==> src/rtl/idle_gap_pkg.sv <==
`timescale 1ns/1ps
package idle_gap_pkg;

  // Strobes the control unit sends to the datapath each cycle
  typedef struct packed {
    logic capture;   // access accepted: record its attributes
    logic clearCnt;  // bus occupied: restart the idle count
    logic countEn;   // bus quiet: advance the idle count
  } gapStrobes_t;

  // Which programmed setting governs the pending transition
  typedef enum logic [2:0] {
    GAP_NONE,
    GAP_WR_FOLLOW,
    GAP_RW_DIFF,
    GAP_RW_SAME,
    GAP_RR_DIFF,
    GAP_RR_SAME,
    GAP_DMA
  } gapKind_t;

endpackage

==> src/rtl/idle_gap_ctrl.sv <==
`timescale 1ns/1ps
module idle_gap_ctrl
  import idle_gap_pkg::*;
(
  input  logic        clk,
  input  logic        rstN,
  input  logic        reqValid,
  input  logic        accDone,
  input  logic        idleMet,
  output logic        busGrant,
  output gapStrobes_t strobes
);

  logic busy;
  logic accept;

  assign busGrant = reqValid && !busy && idleMet;
  assign accept   = busGrant;

  // busy covers the cycle after acceptance through the accDone cycle
  always_ff @(posedge clk or negedge rstN) begin
    if (!rstN)        busy <= 1'b0;
    else if (accept)  busy <= 1'b1;
    else if (accDone) busy <= 1'b0;
  end

  always_comb begin
    strobes.capture  = accept;
    strobes.clearCnt = busy || accept;
    strobes.countEn  = !busy && !accept;
  end

endmodule

==> src/rtl/idle_gap_datapath.sv <==
`timescale 1ns/1ps
module idle_gap_datapath
  import idle_gap_pkg::*;
#(
  parameter int NUM_SPACES = 4,
  parameter int CODE_W     = 3,
  localparam int SPACE_W   = (NUM_SPACES > 1) ? $clog2(NUM_SPACES) : 1,
  localparam int CFG_W     = NUM_SPACES * CODE_W
) (
  input  logic               clk,
  input  logic               rstN,
  input  gapStrobes_t        strobes,
  input  logic               reqWrite,
  input  logic [SPACE_W-1:0] reqSpace,
  input  logic               reqDma,
  input  logic [CFG_W-1:0]   cfgWrFollow,
  input  logic [CFG_W-1:0]   cfgRdWrDiff,
  input  logic [CFG_W-1:0]   cfgRdWrSame,
  input  logic [CFG_W-1:0]   cfgRdRdDiff,
  input  logic [CFG_W-1:0]   cfgRdRdSame,
  input  logic [CODE_W-1:0]  cfgDmaIdle,
  input  logic               cfgDmaAnyEn,
  output logic               idleMet
);

  localparam logic [CODE_W-1:0] CNT_MAX = {CODE_W{1'b1}};

  // Record of the last accepted access
  logic               prevValid;
  logic               prevWrite;
  logic [SPACE_W-1:0] prevSpace;
  logic               prevDma;
  logic [CODE_W-1:0]  elapsed;

  // Per-space settings unpacked into arrays
  logic [CODE_W-1:0] wfArr  [NUM_SPACES];
  logic [CODE_W-1:0] rwdArr [NUM_SPACES];
  logic [CODE_W-1:0] rwsArr [NUM_SPACES];
  logic [CODE_W-1:0] rrdArr [NUM_SPACES];
  logic [CODE_W-1:0] rrsArr [NUM_SPACES];

  for (genvar g = 0; g < NUM_SPACES; g++) begin : g_unpack
    assign wfArr[g]  = cfgWrFollow[g*CODE_W +: CODE_W];
    assign rwdArr[g] = cfgRdWrDiff[g*CODE_W +: CODE_W];
    assign rwsArr[g] = cfgRdWrSame[g*CODE_W +: CODE_W];
    assign rrdArr[g] = cfgRdRdDiff[g*CODE_W +: CODE_W];
    assign rrsArr[g] = cfgRdRdSame[g*CODE_W +: CODE_W];
  end

  always_ff @(posedge clk or negedge rstN) begin
    if (!rstN) begin
      prevValid <= 1'b0;
      prevWrite <= 1'b0;
      prevSpace <= '0;
      prevDma   <= 1'b0;
    end else if (strobes.capture) begin
      prevValid <= 1'b1;
      prevWrite <= reqWrite;
      prevSpace <= reqSpace;
      prevDma   <= reqDma;
    end
  end

  // Saturating count of quiet cycles since the bus was last occupied
  always_ff @(posedge clk or negedge rstN) begin
    if (!rstN)                                  elapsed <= '0;
    else if (strobes.clearCnt)                  elapsed <= '0;
    else if (strobes.countEn && elapsed != CNT_MAX) elapsed <= elapsed + CODE_W'(1);
  end

  // Classify the transition from the recorded access to the pending one
  gapKind_t          gapKind;
  logic              sameSpace;
  logic              dmaHit;
  logic [CODE_W-1:0] need;

  assign sameSpace = (reqSpace == prevSpace);
  assign dmaHit    = cfgDmaAnyEn ? (prevDma || reqDma) : (prevDma && reqDma);

  always_comb begin
    gapKind = GAP_NONE;
    if (prevValid) begin
      if (dmaHit)         gapKind = GAP_DMA;
      else if (prevWrite) gapKind = GAP_WR_FOLLOW;
      else if (reqWrite)  gapKind = sameSpace ? GAP_RW_SAME : GAP_RW_DIFF;
      else                gapKind = sameSpace ? GAP_RR_SAME : GAP_RR_DIFF;
    end
  end

  always_comb begin
    unique case (gapKind)
      GAP_WR_FOLLOW: need = wfArr[prevSpace];
      GAP_RW_DIFF:   need = rwdArr[prevSpace];
      GAP_RW_SAME:   need = rwsArr[prevSpace];
      GAP_RR_DIFF:   need = rrdArr[prevSpace];
      GAP_RR_SAME:   need = rrsArr[prevSpace];
      GAP_DMA:       need = cfgDmaIdle;
      default:       need = '0;
    endcase
  end

  assign idleMet = (elapsed >= need);

endmodule

==> src/rtl/idle_gap_inserter.sv <==
`timescale 1ns/1ps
module idle_gap_inserter
  import idle_gap_pkg::*;
#(
  parameter int NUM_SPACES = 4,
  parameter int CODE_W     = 3,
  localparam int SPACE_W   = (NUM_SPACES > 1) ? $clog2(NUM_SPACES) : 1,
  localparam int CFG_W     = NUM_SPACES * CODE_W
) (
  input  logic               clk,
  input  logic               rstN,
  input  logic               reqValid,
  input  logic               reqWrite,
  input  logic [SPACE_W-1:0] reqSpace,
  input  logic               reqDma,
  input  logic               accDone,
  input  logic [CFG_W-1:0]   cfgWrFollow,
  input  logic [CFG_W-1:0]   cfgRdWrDiff,
  input  logic [CFG_W-1:0]   cfgRdWrSame,
  input  logic [CFG_W-1:0]   cfgRdRdDiff,
  input  logic [CFG_W-1:0]   cfgRdRdSame,
  input  logic [CODE_W-1:0]  cfgDmaIdle,
  input  logic               cfgDmaAnyEn,
  output logic               busGrant
);

  gapStrobes_t strobes;
  logic        idleMet;

  idle_gap_ctrl u_ctrl (
    .clk      (clk),
    .rstN     (rstN),
    .reqValid (reqValid),
    .accDone  (accDone),
    .idleMet  (idleMet),
    .busGrant (busGrant),
    .strobes  (strobes)
  );

  idle_gap_datapath #(
    .NUM_SPACES (NUM_SPACES),
    .CODE_W     (CODE_W)
  ) u_dp (
    .clk         (clk),
    .rstN        (rstN),
    .strobes     (strobes),
    .reqWrite    (reqWrite),
    .reqSpace    (reqSpace),
    .reqDma      (reqDma),
    .cfgWrFollow (cfgWrFollow),
    .cfgRdWrDiff (cfgRdWrDiff),
    .cfgRdWrSame (cfgRdWrSame),
    .cfgRdRdDiff (cfgRdRdDiff),
    .cfgRdRdSame (cfgRdRdSame),
    .cfgDmaIdle  (cfgDmaIdle),
    .cfgDmaAnyEn (cfgDmaAnyEn),
    .idleMet     (idleMet)
  );

endmodule

==> config.mk <==
export PLATFORM = sky130hd
export DESIGN_NAME = idle_gap_inserter
export DESIGN_NICKNAME = d
export VERILOG_FILES = /design/src/rtl/idle_gap_pkg.sv /design/src/rtl/idle_gap_ctrl.sv /design/src/rtl/idle_gap_datapath.sv /design/src/rtl/idle_gap_inserter.sv
export SDC_FILE = /design/constraint.sdc
export NUM_CORES = 1
export LEC_CHECK = 0
export ABC_AREA = 1
export BUFFER_PORTS_ARGS = -buffer_cell sky130_fd_sc_hd__buf_2
export CAP_MARGIN = 10
export CORE_UTILIZATION = 47
export CTS_CLUSTER_DIAMETER = 60
export DETAILED_ROUTE_END_ITERATION = 6
export GPL_TIMING_DRIVEN = 0
export MAX_ROUTING_LAYER = met4
export PLACE_DENSITY = 0.86
export SETUP_SLACK_MARGIN = 0.02
export SLEW_MARGIN = 25
export SYNTH_ARGS = -nofsm -noshare
export SYNTH_HDL_FRONTEND = slang
export SYNTH_SLANG_ARGS = --single-unit
==> constraint.sdc <==
create_clock -name clk -period 12.1 [get_ports clk]
set_clock_uncertainty 0.1 [all_clocks]
set_input_delay 3.63 -clock clk [delete_from_list [all_inputs] [get_ports clk]]
set_output_delay 3.63 -clock clk [all_outputs]
set_load 0.05 [all_outputs]
==> results.md <==
* Outcome: complete, no violations
* RSZ-0062 raised after global routing: false
* Top post-synthesis cells by area: dfrtp_1 18%, nand2_1 15%, nor2_1 15%
* Clock Path Buffers at 2
* Switching share of power at between 50 and 60%
* CTS Buf Count at 3
* Top Family by Delay on Critical Path: simple AND/OR/NAND/NOR gates
* Peak supply drop at between 0.2 and 0.25 mV
* Yosys top cell by area: dfrtp_1
* Layout area overhead at 34.3%
* Largest net degree at the start of global routing at 11
* Req. time, crit path at ~8.4 ns
* Pwr Density at 204 nW/um^2
* Synthesized flop and latch total at 9
* Max_cap viols at 0
* Core region area at around 2500 sq um
* Synth cell types at 23
* GP Congestion at between 0.8 and 0.9
* Clk network pwr share at between 6 and 7%
* Drt wl/cell at approximately 10 microns
* Synthesized cell area at 1240 sq um
* Synth warn at 0
* Ports at 73
* Hold-fix buffers, CTS at 0
* Remaining global-route overflow at 0
* Post-CTS Resized at 0
* Root buffer cell: clkbuf_4
* Clock Sinks at 9
* Static Leak at around 0.00097 uW
* Die area at 2840 sq um
* Width of the die at around 53 microns
* Proportion of layout cells with a drive suffix above 1 at between 30% and 40%
* Setup crit start kind: primary input
* Seq pwr share at between 10% and 20%
* Number of global-route vias before repair at 1271
* Crit end category: output port
* WP data arrival at 5.82 ns
* Worst-Skew Late Latency at around 0.26 ns
* Initial antenna violation count at 0
* First-pass GRT wire length at 5040 microns
* Slew @ Worst Pin at between 0.4 and 0.5 ns
* Drt total wl at ~3200 microns
* Top cell type's share of synthesized area at between 10% and 20%
* Max_slew headroom at a little under 70%
* Worst path max stage delay at roughly 0.30 ns
* Count of final hold-check violations at 0
* Most used cell, CP: nand2_1
* Seq/Total Area, Yosys at a little under a fifth
* Setup violations, final at 0
* Final ANT Viol Nets at 0
* Diode count at 0
* Overall Global Routing Usage at between 20 and 25%
* Clock Pin Slew Worst Setup and Hold Paths at about 0.060 ns
* Pwr Total at about 340 uW
* Utilization after layout at between 60% and 70%
* R2r setup slk at between 9 and 10 ns
* Syn Nets at 296
* CTS tree: yes
* Setup TNS at 0 ns
* Vias per cell at a little under 5
* Critical path class: in -> out
* Worst Path Max Fanout at 10
* Vias at ~1600
* Gate power share at between 70 and 80%
* Final slew viol count at 0
* Achievable Freq at around 0.10 GHz
* Post-Syn Instances at ~220
* Slowest CP cell: ha_1
* Fillers at 269
* First-pass iteration count of the detailed router at 6
* Synth Area per Inst at between 5 and 6 sq um
* CP Cell Sequence: buf_2 -> inv_1 -> nand2_1 -> nand2_2 -> a21oi_2 -> nand3_1 -> nor2_1 -> nor2_1 -> nand2_1 -> nor2_2 -> ha_1 -> nand2_1 -> o211ai_1 -> nand2_1 -> inv_1 -> nand2_1 -> inv_1 -> buf_2
* P_int at approximately 160 uW
* Buf/Inv on CP at 5
* Final worst path period share at 78.9%
* WHS at approximately 0.38 ns
* Sw power at approximately 180 uW
* Starting Density at about half
* Port bufs at 72
* Crit path time final at between 9 and 10 ns
* Hold Path Class: reg -> reg
* Post-CTS setup buffers at 0
* Htree depth at 1
* # nets final at approximately 370
* Row cnt at 18
* Post-route DRC at 0
* Chip Height at roughly 53 microns
* Detailed Place HPWL at 2640 microns
* DR iter-0 viols at 28
[cells in the mapped netlist]
| cell | number |
|---|---|
| o211ai_1 | 1 |
| o21ai_1 | 14 |
| ha_1 | 5 |
| nand2_1 | 49 |
| a21boi_0 | 1 |
| buf_6 | 4 |
| nand3_1 | 3 |
| nand3_2 | 2 |
| nand2_2 | 3 |
| inv_2 | 1 |
| a21oi_1 | 8 |
| inv_1 | 25 |
| buf_4 | 2 |
| nor2_1 | 48 |
| nor3_1 | 2 |
| a21oi_2 | 2 |
| o22ai_1 | 11 |
| buf_2 | 3 |
| nor2_2 | 4 |
| dfrtp_1 | 9 |
| o21ai_0 | 20 |
| clkbuf_1 | 1 |
| o21ai_2 | 1 |
[per-stage QoR]
step	setup WS, ns	cell area (sq um)	std cells
final	2.55	1660	325
after global routing	2.30	1660	325
after CTS	2.55	1660	325
after detailed placement	2.56	1640	321
after global placement	2.60	1640	321
after floorplan	2.90	1240	219
[routing by layer]
metal	track usage [%]	vias up	share of wire [%]
met5	-	-	0
met4	10.1	0	1.6
met3	3.16	7	5.0
met2	42.5	46	47
met1	29.2	692	47
li1	-	862	-
[path summary, 6_finish.rpt]
path,endpoint,start,cells past startpoint
min in group asynchronous,u_ctrl.busy,rstN,1
worst min-delay path,u_ctrl.busy,u_ctrl.busy,1
worst min register to register,u_ctrl.busy,u_ctrl.busy,1
worst max register to register,u_dp.prevSpace[0],u_dp.prevSpace[1],14
worst max-delay path,busGrant,reqDma,18
max in group asynchronous,u_dp.prevSpace[0],rstN,1
[power groups by stage]
stage                     clock network (uW)  registers (uW)  logic (uW)
after floorplan                            0            47.3         208
after global routing                    25.9            50.1         299
after global placement                     0            48.3         259
after detailed placement                   0            49.2         263
after CTS                               24.0            48.7         265
final                                   23.2            48.7         266
[cells by family after synthesis]
kind of cell	after synthesis	share of synthesized area (%)
compound gates	58	25.9
flops	9	18.2
simple gates	111	36.6
fa+ha+maj	5	5.06
buf+inv	36	14.3
[cell usage in the layout (no fill, tap or decap), drive strengths merged, types with 5 or more instances in the layout]
master,netlist,layout
a21oi,10,10
nor2,52,52
nand3,5,5
buf,9,81
nand2,52,52
clkbuf,1,5
o22ai,11,11
o21ai,35,35
inv,26,26
dfrtp,9,9
ha,5,5
[state kept, by name, summed over array words and instances (netlist names)]
signal and cells:
u_dp.prevValid 1, u_dp.prevSpace 2, u_ctrl.busy 1, u_dp.prevWrite 1, u_dp.prevDma 1, u_dp.elapsed 3
[cell type report]
cell class / instances / area, sq um / share of cell area, %
repair buffers: 72 / 360 / 21.7
multi-input cells: 174 / 836 / 50.3
well taps: 30 / 37.5 / 2.26
inverters: 26 / 97.6 / 5.87
plain buffers: 10 / 78.8 / 4.74
clock buffers: 4 / 26.3 / 1.58
flip-flops and latches: 9 / 225 / 13.6
(Power assumes the default switching activity.)
